[src/rtl/mulsc_pkg.sv]
package mulsc_pkg;

  typedef enum logic [2:0] {
    SQ_IDLE  = 3'd0,
    SQ_TSTB  = 3'd1,
    SQ_SUBB  = 3'd2,
    SQ_TSTA  = 3'd3,
    SQ_SUBA  = 3'd4,
    SQ_FIN   = 3'd5
  } sq_state_e;

  // which latched operand a correction step removes from the upper byte
  typedef enum logic {
    CORR_OPA = 1'b0,
    CORR_OPB = 1'b1
  } corr_sel_e;

endpackage

[src/rtl/mulsc_rst_sync.sv]
module mulsc_rst_sync #(
  parameter int STAGES = 2
) (
  input  logic clk,
  input  logic rst_n,
  output logic rst_n_sync
);

  logic [STAGES-1:0] chain_q;

  always_ff @(posedge clk or negedge rst_n) begin
    if (!rst_n) begin
      chain_q <= '0;
    end else begin
      chain_q <= {chain_q[STAGES-2:0], 1'b1};
    end
  end

  assign rst_n_sync = chain_q[STAGES-1];

endmodule

[src/rtl/mulsc_core.sv]
module mulsc_core #(
  parameter int OP_W = 8
) (
  input  logic [OP_W-1:0]   mcand_i,
  input  logic [OP_W-1:0]   mplier_i,
  output logic [2*OP_W-1:0] prod_o
);

  localparam int PROD_W = 2 * OP_W;

  logic [PROD_W-1:0] part [OP_W];

  // one shifted partial product per multiplier bit
  for (genvar i = 0; i < OP_W; i++) begin : g_part
    assign part[i] = mplier_i[i] ? (PROD_W'(mcand_i) << i) : '0;
  end

  always_comb begin
    logic [PROD_W-1:0] acc;
    acc = '0;
    for (int i = 0; i < OP_W; i++) begin
      acc = acc + part[i];
    end
    prod_o = acc;
  end

endmodule

[src/rtl/mulsc_seq.sv]
module mulsc_seq
  import mulsc_pkg::*;
(
  input  logic      clk,
  input  logic      rst_n,
  input  logic      start_i,
  input  logic      signed_i,
  input  logic      sign_a_i,
  input  logic      sign_b_i,
  output logic      accept_o,
  output logic      sub_en_o,
  output corr_sel_e sub_sel_o,
  output logic      busy_o,
  output logic      done_o
);

  sq_state_e state_q, state_d;
  logic      neg_q, neg_d, neg_en;
  logic      done_q, done_d;

  assign accept_o = start_i && (state_q == SQ_IDLE);

  // next-state logic
  always_comb begin
    state_d = state_q;
    case (state_q)
      SQ_IDLE: if (accept_o && signed_i) state_d = SQ_TSTB;
      SQ_TSTB: state_d = SQ_SUBB;
      SQ_SUBB: state_d = SQ_TSTA;
      SQ_TSTA: state_d = SQ_SUBA;
      SQ_SUBA: state_d = SQ_FIN;
      SQ_FIN:  state_d = SQ_IDLE;
      default: state_d = SQ_IDLE;
    endcase
  end

  // sign test result, captured in the test states only
  always_comb begin
    neg_en = 1'b0;
    neg_d  = neg_q;
    if (state_q == SQ_TSTB) begin
      neg_en = 1'b1;
      neg_d  = sign_b_i;
    end else if (state_q == SQ_TSTA) begin
      neg_en = 1'b1;
      neg_d  = sign_a_i;
    end
  end

  assign done_d = (accept_o && !signed_i) || (state_q == SQ_FIN);

  always_ff @(posedge clk or negedge rst_n) begin
    if (!rst_n) begin
      state_q <= SQ_IDLE;
      done_q  <= 1'b0;
    end else begin
      state_q <= state_d;
      done_q  <= done_d;
    end
  end

  always_ff @(posedge clk or negedge rst_n) begin
    if (!rst_n) begin
      neg_q <= 1'b0;
    end else if (neg_en) begin
      neg_q <= neg_d;
    end
  end

  // subtract only when the preceding test found a negative operand
  assign sub_en_o  = neg_q && ((state_q == SQ_SUBB) || (state_q == SQ_SUBA));
  assign sub_sel_o = (state_q == SQ_SUBB) ? CORR_OPA : CORR_OPB;
  assign busy_o    = (state_q != SQ_IDLE);
  assign done_o    = done_q;

endmodule

[src/rtl/mulsc_unit.sv]
module mulsc_unit
  import mulsc_pkg::*;
#(
  parameter int OP_W   = 8,
  parameter int FLAG_W = 8
) (
  input  logic              clk,
  input  logic              rst_n,
  input  logic              start_i,
  input  logic              signed_i,
  input  logic [OP_W-1:0]   opa_i,
  input  logic [OP_W-1:0]   opb_i,
  input  logic [FLAG_W-1:0] flags_i,
  output logic [OP_W-1:0]   prod_hi_o,
  output logic [OP_W-1:0]   prod_lo_o,
  output logic              busy_o,
  output logic              done_o,
  output logic [FLAG_W-1:0] flags_o
);

  localparam int PROD_W = 2 * OP_W;

  logic              rst_n_int;
  logic              accept;
  logic              sub_en;
  corr_sel_e         sub_sel;
  logic [PROD_W-1:0] raw_prod;
  logic [OP_W-1:0]   opa_q, opb_q;
  logic [OP_W-1:0]   hi_q, hi_d, lo_q, lo_d;
  logic              hi_en, lo_en;
  logic [OP_W-1:0]   corr_val;

  mulsc_rst_sync #(.STAGES(2)) i_rst_sync (
    .clk        (clk),
    .rst_n      (rst_n),
    .rst_n_sync (rst_n_int)
  );

  mulsc_core #(.OP_W(OP_W)) i_core (
    .mcand_i  (opa_i),
    .mplier_i (opb_i),
    .prod_o   (raw_prod)
  );

  mulsc_seq i_seq (
    .clk       (clk),
    .rst_n     (rst_n_int),
    .start_i   (start_i),
    .signed_i  (signed_i),
    .sign_a_i  (opa_q[OP_W-1]),
    .sign_b_i  (opb_q[OP_W-1]),
    .accept_o  (accept),
    .sub_en_o  (sub_en),
    .sub_sel_o (sub_sel),
    .busy_o    (busy_o),
    .done_o    (done_o)
  );

  // operand capture at accepted start
  always_ff @(posedge clk or negedge rst_n_int) begin
    if (!rst_n_int) begin
      opa_q <= '0;
      opb_q <= '0;
    end else if (accept) begin
      opa_q <= opa_i;
      opb_q <= opb_i;
    end
  end

  assign corr_val = (sub_sel == CORR_OPA) ? opa_q : opb_q;

  // product pair next-state with explicit enables
  always_comb begin
    hi_en = accept || sub_en;
    lo_en = accept;
    hi_d  = hi_q;
    lo_d  = lo_q;
    if (accept) begin
      hi_d = raw_prod[PROD_W-1:OP_W];
      lo_d = raw_prod[OP_W-1:0];
    end else if (sub_en) begin
      hi_d = hi_q - corr_val;
    end
  end

  always_ff @(posedge clk or negedge rst_n_int) begin
    if (!rst_n_int) begin
      hi_q <= '0;
    end else if (hi_en) begin
      hi_q <= hi_d;
    end
  end

  always_ff @(posedge clk or negedge rst_n_int) begin
    if (!rst_n_int) begin
      lo_q <= '0;
    end else if (lo_en) begin
      lo_q <= lo_d;
    end
  end

  assign prod_hi_o = hi_q;
  assign prod_lo_o = lo_q;
  assign flags_o   = flags_i;

endmodule

[config.mk]
export PLATFORM = sky130hd
export DESIGN_NAME = mulsc_unit
export DESIGN_NICKNAME = d
export VERILOG_FILES = /design/src/rtl/mulsc_pkg.sv /design/src/rtl/mulsc_rst_sync.sv /design/src/rtl/mulsc_core.sv /design/src/rtl/mulsc_seq.sv /design/src/rtl/mulsc_unit.sv
export SDC_FILE = /design/constraint.sdc
export NUM_CORES = 1
export LEC_CHECK = 0
export BUFFER_PORTS_ARGS = -buffer_cell sky130_fd_sc_hd__buf_2
export CORE_MARGIN = 5
export CORE_UTILIZATION = 59
export CTS_CLUSTER_SIZE = 25
export DETAILED_ROUTE_END_ITERATION = 10
export GPL_TIMING_DRIVEN = 1
export HOLD_SLACK_MARGIN = 0.05
export PLACE_DENSITY_LB_ADDON = 0.08
export SYNTH_ARGS = -nofsm -noshare
export SYNTH_HDL_FRONTEND = slang
export SYNTH_SLANG_ARGS = --single-unit
export TNS_END_PERCENT = 100
[constraint.sdc]
create_clock -name clk -period 1.61 [get_ports clk]
set_input_delay 0.4025 -clock clk [delete_from_list [all_inputs] [get_ports clk]]
set_output_delay 0.4025 -clock clk [all_outputs]
set_load 0.1 [all_outputs]
==> impl_metrics.json <==
{
  "final_util": 0.779,
  "finalSetupViolCount": 14,
  "pwr-share-seq": 0.160,
  "numCtsBuffers": 5,
  "r2r-start": "i_seq.state_q[2]$_DFFE_PN0P_",
  "synth_seq_cells": 39,
  "rsz0062_at_grt": "yes",
  "synth_edf_count": 0,
  "io_pins": 54,
  "core_um2": 6680,
  "cap_violations": 0,
  "critPathArrivalTime_ns": 3.98,
  "async_flop_share": 1.00,
  "pwr_density_cell_nw_per_um2": 2010,
  "grt_use_total": 0.230,
  "critPathLaunchType": "primary input",
  "setup-tns-final_ns": -21.70,
  "hpwlAfterDp_mm": 7.39,
  "drt-total-wl_mm": 9.68,
  "die_x_um": 92.4,
  "grt_pass1_vias": 3455,
  "viasPerCell": 5.42,
  "failed_checks": "setup timing",
  "reg2reg_slack_ns": -1.05,
  "syn_area_um2": 4000,
  "fin_total_pwr_mw": 10.5,
  "post_dp_cell_area_um2": 4690,
  "place_ws_ns": -2.59,
  "critical_path_class": "in -> reg",
  "port_buffers": 37,
  "fp-row-count": 30,
  "layout-drive-gt1-share": 0.330,
  "min_period_over_period": 2.36,
  "layout_min_cycle_time_ns": 3.80,
  "seq_area_frac_synth": 0.244,
  "seqCellArea_um2": 976,
  "drc_errors": 0,
  "post_drt_wl_per_cell_um": 15.8,
  "nFillCells": 460,
  "intPower_mw": 5.22,
  "clock_power_share": 0.082,
  "yosysTopAreaCellShare": 0.244,
  "post-synth-top-count-cell": "nand2_1",
  "clock_path_buffers": 2,
  "post_synth_main_area_contributors": "dfrtp_1 (24%), fa_1 (20%), ha_1 (12%), nand2_1 (9.8%), and2_1 (5.5%)",
  "ir_drop_mv": 1.07,
  "dr.pass1.iters": 5,
  "drt_iter0_drc": 196,
  "swShare": 0.501,
  "power_frac_comb": 0.758,
  "drv_slew": 0,
  "ys_types": 47,
  "finClkSkew_ns": 0.00563,
  "ant_nets": 0,
  "die-area_um2": 8530,
  "hold_viol_final": 0,
  "synth_ff_type": "dfrtp_1",
  "cts_root_buffer": "clkbuf_8",
  "critPathRequiredTime_ns": 1.80,
  "chipHeight_um": 92.4,
  "clock_sinks": 39,
  "cts_tree": "yes",
  "synth_fp_nets": 556,
  "crit_fanout": 7,
  "nets": 638,
  "synth.avg_cell_area_um2": 8.88,
  "synth-warning-count": 0,
  "yosysTopAreaCell": "dfrtp_1",
  "grt-ovfl-total": 0,
  "status": "finished with violations",
  "postSynthCellCount": 451,
  "layout_setup_ws_ns": -2.19,
  "p_sw_mw": 5.24,
  "antenna_found_initial": 0,
  "initial_utilization": 0.599,
  "fmax_mhz": 263,
  "power_leakage_nw": 2.68,
  "clkLatencyLatePin_ns": 0.29,
  "insertedDiodeCount": 0,
  "route.vias.total": 3326,
  "cp-end-kind": "register",
  "htree_levels": 2,
  "globalplace.congestion": 0.885,
  "synth_common_cells": "nand2_1 (105), inv_1 (49), dfrtp_1 (39), fa_1 (39), ha_1 (38)",
  "multi_input_area_um2": 2890,
  "hold_path_class": "reg -> async",
  "finish.instance_area_um2": 5200,
  "grt_max_degree": 38,
  "clk_pin_slew_worst_paths_ns": 0.08,
  "area_growth_syn_to_layout_pct": 29.9,
  "crit_start": "opa_i[2]",
  "grt_pass1_wl_mm": 15.8
}
==> registers in the layout (all words and copies together) (netlist names) <==
signal / count
opa_q: 8
opb_q: 8
prod_hi_o: 8
prod_lo_o: 8
i_seq.state_q: 3
i_rst_sync.chain_q: 2
i_seq.done_o: 1
i_seq.neg_q: 1
==> cell type report <==
class / count / share of cell area
Clock buffer: 6 / 0.0159
Clock inverter: 2 / 0.00673
Inverter: 49 / 0.0354
Multi-Input combinational cell: 333 / 0.556
Sequential cell: 39 / 0.188
Tap cell: 80 / 0.0192
Timing Repair Buffer: 105 / 0.179
==> stage by stage <==
| stage | std cells | hold WS (ns) |
|---|---|---|
| floorplan | 451 | 0.107 |
| global placement | 597 | 0.187 |
| detailed placement | 597 | 0.191 |
| CTS | 610 | 0.335 |
| global route | 614 | 0.371 |
| finish | 614 | 0.310 |
==> routing by layer <==
layer,part of all wire,routed length [um],GRT usage
met2,0.54,5240,0.426
met3,0.042,405,0.0260
met1,0.41,3920,0.285
met5,0,0,0
met4,0.011,106,0.0532
==> power groups by stage <==
stage	registers [mW]	logic [mW]	clock network (mW)
detailed placement	1.69	7.17	0
global placement	1.67	7.01	0
finish	1.67	7.92	0.862
global route	1.73	8.60	0.916
floorplan	3.08	4.02	0
CTS	1.67	7.75	0.868
==> worst max-delay path, cell delays in order <==
cell and delay [ns]:
buf_12 0.11, and2_4 0.15, fa_1 0.58, fa_1 0.45, fa_1 0.52, inv_2 0.04
fa_1 0.51, inv_2 0.04, ha_4 0.22, o21a_1 0.16, o31a_1 0.13, o21ai_2 0.16
nand2b_1 0.08, xnor2_1 0.14, a221oi_1 0.28
==> logic make-up after synthesis <==
group / share of synthesized area
xor+xnor: 0.0306
simple gates: 0.206
buf+inv: 0.0950
other cells: 0.000937
flops: 0.244
fa+ha+maj: 0.314
compound gates: 0.0844
mux: 0.0253
==> placed cells by master, fill, tap and decap left out, types with 3 or more instances in the layout <==
cell type and count:
nand2_4 4, ha_1 30, nand3_1 4, nand2b_1 4
mux2i_1 9, a21o_1 5, xor2_1 7, nand2_1 94
inv_1 39, a211oi_1 4, fa_2 5, and2_1 21
buf_6 15, clkbuf_4 3, buf_8 7, dfrtp_1 39
and2_4 14, buf_12 5, inv_2 10, fa_1 34
o21ai_0 7, o21ai_1 5, a21oi_1 12, clkbuf_8 6
buf_2 19, nor2_1 10, nand2_2 8, xnor2_1 6
ha_4 8, nor3_1 4, buf_4 54
==> worst paths after layout <==
kind	end	cells past startpoint
max in group asynchronous	prod_lo_o[0]$_DFFE_PN0P_	1
max	prod_hi_o[3]$_DFFE_PN0P_	15
min reg2reg	i_seq.state_q[2]$_DFFE_PN0P_	1
max reg2reg	prod_hi_o[6]$_DFFE_PN0P_	11
min in group clk	i_rst_sync.chain_q[1]$_DFF_PN0_	0
min	i_seq.state_q[2]$_DFFE_PN0P_	1
==> repair_timing <==
action                     in CTS  in global routing
cloned                          0                  1
hold endpoints to repair        2                  0
hold buffers                    1                  0
setup buffers                   4                  7
setup endpoints to repair      14                 22
pin swaps                      33                 24
resized for setup              64                 28
No activity file was read; power rests on OpenSTA's default activity.
